`src/rtl/mulf_pkg.sv`:
```
package mulf_pkg;
  typedef enum logic [1:0] {
    OP_UWIDE      = 2'b00,
    OP_SWIDE      = 2'b01,
    OP_STRUNC     = 2'b10,
    OP_STRUNC_IMM = 2'b11
  } mul_op_e;
endpackage

```
`src/rtl/mulf_opnd_prep.sv`:
```
// Extends both factors to double width: zero-extend for the unsigned form,
// sign-extend for all signed forms, so one multiplier serves every form.
module mulf_opnd_prep
  import mulf_pkg::*;
#(
  parameter int W = 32
) (
  input  mul_op_e        op,
  input  logic [W-1:0]   a,
  input  logic [W-1:0]   b,
  output logic [2*W-1:0] a_ext,
  output logic [2*W-1:0] b_ext
);
  logic sgn;

  always_comb begin
    sgn   = (op != OP_UWIDE);
    a_ext = {{W{sgn & a[W-1]}}, a};
    b_ext = {{W{sgn & b[W-1]}}, b};
  end
endmodule

```
`src/rtl/mulf_core.sv`:
```
// Registered double-width multiply; the product register carries no reset
// so it can be absorbed into a hard multiplier's output register.
module mulf_core #(
  parameter int W = 32,
  localparam int PW = 2 * W
) (
  input  logic          clk,
  input  logic          rst,
  input  logic          in_valid,
  input  logic [PW-1:0] a_ext,
  input  logic [PW-1:0] b_ext,
  output logic [PW-1:0] prod,
  output logic          out_valid
);
  always_ff @(posedge clk) begin
    if (rst) out_valid <= 1'b0;
    else     out_valid <= in_valid;
  end

  always_ff @(posedge clk) begin
    if (in_valid) prod <= a_ext * b_ext;
  end
endmodule

```
`src/rtl/mulf_flags.sv`:
```
// Per-form flag rules and high-word selection.
module mulf_flags
  import mulf_pkg::*;
#(
  parameter int W = 32,
  localparam int PW = 2 * W
) (
  input  mul_op_e       op,
  input  logic [PW-1:0] prod,
  output logic [W-1:0]  hi_word,
  output logic          hi_en,
  output logic          cf_n,
  output logic          of_n
);
  logic [W-1:0] hi, lo;
  logic         hi_nz, hi_fits, sext_ok;

  always_comb begin
    hi      = prod[PW-1:W];
    lo      = prod[W-1:0];
    hi_nz   = |hi;
    // high word is a pure sign extension of the low word's top bit
    hi_fits = ((&hi) & lo[W-1]) | (~hi_nz & ~lo[W-1]);
    // full product matches the sign-extended low word
    sext_ok = (prod == {{W{lo[W-1]}}, lo});
    unique case (op)
      OP_UWIDE: begin
        hi_word = hi; hi_en = 1'b1; cf_n = hi_nz;    of_n = hi_nz;
      end
      OP_SWIDE: begin
        hi_word = hi; hi_en = 1'b1; cf_n = ~hi_fits; of_n = ~sext_ok;
      end
      default: begin
        hi_word = '0; hi_en = 1'b0; cf_n = ~sext_ok; of_n = ~hi_fits;
      end
    endcase
  end
endmodule

```
`src/rtl/mulf_unit.sv`:
```
module mulf_unit
  import mulf_pkg::*;
#(
  parameter int W = 32,
  localparam int PW = 2 * W,
  localparam int LAT_W = 2
) (
  input  logic         clk,
  input  logic         rst,
  input  logic         start,
  input  logic [1:0]   op,
  input  logic [W-1:0] src_a,
  input  logic [W-1:0] src_b,
  output logic [W-1:0] res_lo,
  output logic [W-1:0] res_hi,
  output logic         hi_we,
  output logic         cf,
  output logic         of,
  output logic         done
);
  logic             busy, s1_v, s2_v, accept;
  logic [LAT_W-1:0] lat_cnt;
  logic [W-1:0]     a_q, b_q;
  mul_op_e          op_q;
  logic [PW-1:0]    a_ext, b_ext, prod;
  logic [W-1:0]     f_hi;
  logic             f_we, f_cf, f_of;

  assign accept = start & ~busy;

  // Stage 1: capture the request
  always_ff @(posedge clk) begin
    if (rst) begin
      busy    <= 1'b0;
      s1_v    <= 1'b0;
      lat_cnt <= '0;
      a_q     <= '0;
      b_q     <= '0;
      op_q    <= OP_UWIDE;
    end else begin
      s1_v <= accept;
      if (accept) begin
        a_q     <= src_a;
        b_q     <= src_b;
        op_q    <= mul_op_e'(op);
        busy    <= 1'b1;
        lat_cnt <= '0;
      end else begin
        if (s2_v) busy <= 1'b0;
        if (busy) lat_cnt <= lat_cnt + 1'b1;
      end
    end
  end

  mulf_opnd_prep #(.W(W)) u_prep (
    .op(op_q), .a(a_q), .b(b_q), .a_ext(a_ext), .b_ext(b_ext)
  );

  // Stage 2: product
  mulf_core #(.W(W)) u_core (
    .clk(clk), .rst(rst), .in_valid(s1_v),
    .a_ext(a_ext), .b_ext(b_ext), .prod(prod), .out_valid(s2_v)
  );

  mulf_flags #(.W(W)) u_flags (
    .op(op_q), .prod(prod), .hi_word(f_hi), .hi_en(f_we),
    .cf_n(f_cf), .of_n(f_of)
  );

  // Stage 3: registered outputs
  always_ff @(posedge clk) begin
    if (rst) begin
      done   <= 1'b0;
      res_lo <= '0;
      res_hi <= '0;
      hi_we  <= 1'b0;
      cf     <= 1'b0;
      of     <= 1'b0;
    end else begin
      done <= s2_v;
      if (s2_v) begin
        res_lo <= prod[W-1:0];
        res_hi <= f_hi;
        hi_we  <= f_we;
        cf     <= f_cf;
        of     <= f_of;
      end
    end
  end

  assert_flags_agree_R8: assert property (@(posedge clk) disable iff (rst)
    done |-> (cf == of));

  assert_fixed_latency_R9: assert property (@(posedge clk) disable iff (rst)
    done |-> (lat_cnt == LAT_W'(2)));

  assert_single_pulse_R9: assert property (@(posedge clk) disable iff (rst)
    done |=> !done);

  assert_no_hi_write_R6: assert property (@(posedge clk) disable iff (rst)
    (done && op_q[1]) |-> (!hi_we && res_hi == '0));

  assert_outputs_hold_R11: assert property (@(posedge clk) disable iff (rst)
    !done |-> ($stable(res_lo) && $stable(res_hi) && $stable(hi_we)
               && $stable(cf) && $stable(of)));
endmodule

```
`config.mk`:
```
export PLATFORM = sky130hd
export DESIGN_NAME = mulf_unit
export DESIGN_NICKNAME = d
export VERILOG_FILES = /design/src/rtl/mulf_pkg.sv /design/src/rtl/mulf_opnd_prep.sv /design/src/rtl/mulf_core.sv /design/src/rtl/mulf_flags.sv /design/src/rtl/mulf_unit.sv
export SDC_FILE = /design/constraint.sdc
export NUM_CORES = 2
export LEC_CHECK = 0
export BUFFER_PORTS_ARGS = -buffer_cell sky130_fd_sc_hd__buf_2
export CORE_UTILIZATION = 55
export DETAILED_ROUTE_END_ITERATION = 8
export PLACE_DENSITY = 0.79
export SKIP_CTS_REPAIR_TIMING = 1
export SYNTH_ARGS = -nofsm -noshare
export SYNTH_HDL_FRONTEND = slang
export SYNTH_SLANG_ARGS = --single-unit
```
`constraint.sdc`:
```
create_clock -name clk -period 11.7 [get_ports clk]
set_input_delay 2.34 -clock clk [delete_from_list [all_inputs] [get_ports clk]]
set_output_delay 2.34 -clock clk [all_outputs]
set_load 0.005 [all_outputs]
```
==> results by stage <==
Power and ir drop:
- The sum of internal, switching and leakage power is 2.99 mW.
- For this design the ratio of total power to cell area is 63.8 nW/um2.
- The peak supply drop is 0.000122 V.
- The net switching power is 1.31 mW.
- The cell leakage power is 22.2 nW.
- Internal power comes to 1.68 mW.
- The sequential share of power is 0.289.
- Of the total power, combinational logic draws 0.478.
- The share of total power dissipated in the clock network is 0.233.
- Of the total power, the share spent switching nets is 0.438.

Yosys:
- The share of synthesized area in the top cell type comes to 0.502.
- The proportion of synthesized flip-flops having asynchronous set or reset is 0.
- A synthesized cell averages 9.13 um2.
- The leading cell type by number of instances after synthesis is inv_1.
- When the netlist entered floorplanning its net count stood at 6317.
- During synthesis, Yosys emitted a total of 0 warnings.
- The largest total area in the synthesized netlist belongs to fa_1.
- Yosys attributes the largest share of cell area to fa_1 (50%), inv_1 (9.8%), nand2_1 (8.0%).
- The sequential fraction of the synthesis area is 0.104.
- The number of different library cells used by synthesis comes to 61.
- Synthesis inferred 201 register bits.
- The most instantiated flip-flop cell in the synthesis netlist is dfxtp_1.
- The cell area after synthesis is 44800 um2.
- The post-synthesis instance total is 4911.
- In the synthesized netlist, the cells that appear most often are inv_1 (1176), fa_1 (1125), nand2_1 (953).
- Yosys mapped a number of flops with a built-in enable equal to 64.

Cells and area:
- Relative to the synthesized area, the layout overhead comes to 4.72%.
- The number of inserted filler cells in the final layout is 6734.
- The fraction of layout cells with a size suffix above 1 is 0.0548.
- The post-layout net count is 6250.

Place:
- The final RePlAce weighted congestion is 0.961.
- The post-detailed-placement half-perimeter wirelength is 90100 um.
- The count of buffers added on input and output ports is 136.

Worst setup path:
- The worst setup path is launched from a flip-flop.
- The cell family contributing the most delay on the critical path is adder cells.
- For flop-to-flop paths, the worst setup slack is 1.67 ns.
- The element type at the critical path end is a flip-flop.
- The cell occurring most often along the worst timing path is fa_1.
- STA puts the critical path data arrival time at 10.30 ns.
- The slowest stage of the critical path belongs to the cell fa_1.
- The maximum fanout along the worst path is 22.
- The critical path is of the reg -> reg type.
- The worst endpoint required time is 11.97 ns.
- The startpoint of the worst register-to-register path is op_q[1]$_SDFFE_PP0P_.
- The largest incremental delay on the critical path is 1.18 ns.
- The worst register-to-register path has a depth of 26.
- In this run the critical register-to-register path is captured at u_core.prod[63]$_DFFE_PP_.
- The worst path buffer plus inverter count is 5.

Clock tree:
- The number of CTS-inserted buffers is 21.
- The clock latency of the later-clocked register in the worst-skew pair is 0.55 ns.
- The clock tree root driver cell is clkbuf_16.
- TritonCTS built the clock tree.
- The CTS sink count is 201.
- In this run the deepest clock path goes through 3 buffers.
- In this run the number of H-tree levels came out at 1.
- After clock tree synthesis, the clock-pin slew on the worst setup and hold paths is 0.07 ns.

Route:
- The first detailed-routing pass took 6 iterations.
- The wire length after detailed routing is 114000 um.
- The average via count per standard cell is 5.53.
- The remaining routing DRC violations is 0.
- The antenna violation net count after detailed routing is 0.
- The initial detailed-routing violation count is 2078.
- After detailed routing, the average wire length per cell comes to 19.2 um.
- Across all layers, the routed design uses 32731 vias.

Min path:
- The worst hold-check path type is reg -> reg.
- The hold path startpoint is a_q[16]$_SDFFE_PP0P_.
- The end of the worst hold path is a_q[16]$_SDFFE_PP0P_.
- The worst hold path was traced through 2 stages.

Job:
- The number of max-capacitance violations reported is 0.

Global routing:
- The number of antenna violations at the first check in global routing is 3.
- The first global-routing pass estimated 186000 um of wire.
- The number of global-route vias before repair came to 35926.
- Across every metal layer, demand over resource in global routing totals 0.288.
- Entering global routing, the biggest net connects 95 pins.
- The total congestion overflow is 0.

Floorplanning:
- The horizontal die dimension is 288 um.
- The starting utilization of the core area is 0.557.
- The floorplan step defined a die boundary enclosing 82700 um2.
- The die is 288 um tall.
- The area of the core is 80500 um2.
- The site row count is 104.
- During I/O placement, the number of pins put on the boundary was 137.

STA:
- The worst path in the final design needs a cycle of 10.03 ns, including I/O delays and setup.
- The final number of max-transition violations is 0.
- The worst slew margin relative to its limit is 0.267.
- Setup violations remaining at the end of the flow were counted as 0.
- Static timing analysis puts the maximum clock frequency at 0.0997 GHz.
- Setup total negative slack on the finished layout was measured at 0 ns.
- The final-report hold violation count is 0.
- Setup repair after global routing left no endpoint under its margin.
- At the pin with the least slew margin, the transition time is 1.10 ns.
- Dividing the final minimum period by the clock period gives 0.858.
- For the final database, setup skew stands at 0.0328 ns.

Status:
- The flow ran to the end, and the final reports show no timing, DRC or antenna violations.
-- metrics by stage --
stage	worst slack (ns)	util	hold slack [ns]	cell area, um2	cells
after floorplan	3.39	-	0.444	44800	4911
after global placement	2.13	0.574	0.444	46200	5881
after detailed placement	1.87	0.574	0.449	46200	5881
after CTS	1.77	0.583	0.457	46900	5918
after global routing	1.12	0.583	0.488	47000	5920
final	1.67	0.583	0.454	47000	5920
-- layout make-up --
class / instances / area (um2) / area share
clock buffer: 27 / 599 / 0.0128
antenna: 2 / 5.00 / 0.000107
inverter: 1176 / 4410 / 0.0940
timing repair buffer: 200 / 1160 / 0.0248
multi-input combinational: 3244 / 34700 / 0.738
clock inverter: 10 / 104 / 0.00221
tap: 1060 / 1330 / 0.0282
sequential: 201 / 4680 / 0.0996
-- power by group through the flow --
stage / Sequential [mW] / Clock (mW) / Combinational [mW]
floorplan: 0.841 / 0 / 1.00
global placement: 0.879 / 0 / 1.38
detailed placement: 0.878 / 0 / 1.42
CTS: 0.863 / 0.700 / 1.43
global route: 0.869 / 0.726 / 1.59
finish: 0.866 / 0.698 / 1.43
-- sequential cells by signal, indices dropped and copies added (netlist names) --
name / flops
a_q: 32
b_q: 32
busy: 1
cf: 1
done: 1
hi_we: 1
of: 1
op_q: 2
res_hi: 32
res_lo: 32
s1_v: 1
u_core.out_valid: 1
u_core.prod: 64
-- kinds of logic after synthesis --
kind of cell	count (synthesis)	synth area share
AO/OA/AOI/OAI	288	0.0386
flip-flops	201	0.104
multiplexers	33	0.00737
XOR/XNOR	75	0.0147
adder cells (fa/ha/maj)	1337	0.561
buffers and inverters	1466	0.123
AND/OR/NAND/NOR	1511	0.151
-- cells in the final DEF (no fill, tap or decap), types with 20 or more instances in the layout --
master        n
inv_1      1176
fa_1       1125
nand2_1     952
and2_1      274
ha_1        212
a21oi_1     164
buf_2       135
dfxtp_1     126
nor2_1      125
buf_4        65
edfxtp_1     64
xnor2_1      51
nor2b_1      41
mux2i_1      33
nand4_1      25
xor2_1       24
and3_1       24
o21ai_0      23
clkbuf_16    22
a21o_1       20
-- worst max path at each step --
stage / slack (ns) / end / depth (start not counted) / startpoint
final: 1.67 / u_core.prod[63]$_DFFE_PP_ / 26 / op_q[1]$_SDFFE_PP0P_
after CTS: 1.77 / u_core.prod[63]$_DFFE_PP_ / 26 / op_q[1]$_SDFFE_PP0P_
after detailed placement: 1.87 / u_core.prod[63]$_DFFE_PP_ / 26 / op_q[1]$_SDFFE_PP0P_
after floorplan: 3.39 / u_core.prod[63]$_DFFE_PP_ / 27 / op_q[1]$_SDFFE_PP0P_
after global placement: 2.13 / u_core.prod[61]$_DFFE_PP_ / 26 / op_q[1]$_SDFFE_PP0P_
after global routing: 1.12 / u_core.prod[63]$_DFFE_PP_ / 26 / op_q[1]$_SDFFE_PP0P_
-- layer usage --
layer,vias to the layer above,part of all wire,track usage
met5,-,0,0
met4,0,0.058,0.142
met3,388,0.070,0.0426
met2,1360,0.51,0.505
met1,16994,0.36,0.347
li1,13989,-,-
-- worst register-to-register path, cell delays in order, from the launching register on --
cell and delay [ns]:
dfxtp_1 0.40, or2_2 0.53, and2_1 0.75, nand2_1 0.20, inv_1 0.17, fa_1 0.50
fa_1 0.57, fa_1 0.63, inv_1 0.31, fa_1 1.18, inv_1 0.21, fa_1 0.50
fa_1 0.55, inv_1 0.05, fa_1 0.47, inv_1 0.05, fa_1 0.43, ha_1 0.38
nand2_1 0.09, nor3_1 0.28, nand2_1 0.09, nor4_1 0.34, o21ai_1 0.17, a21oi_1 0.30
o31ai_2 0.16, o31ai_1 0.34, xnor2_1 0.12
No activity file was read; power rests on OpenSTA's default activity.
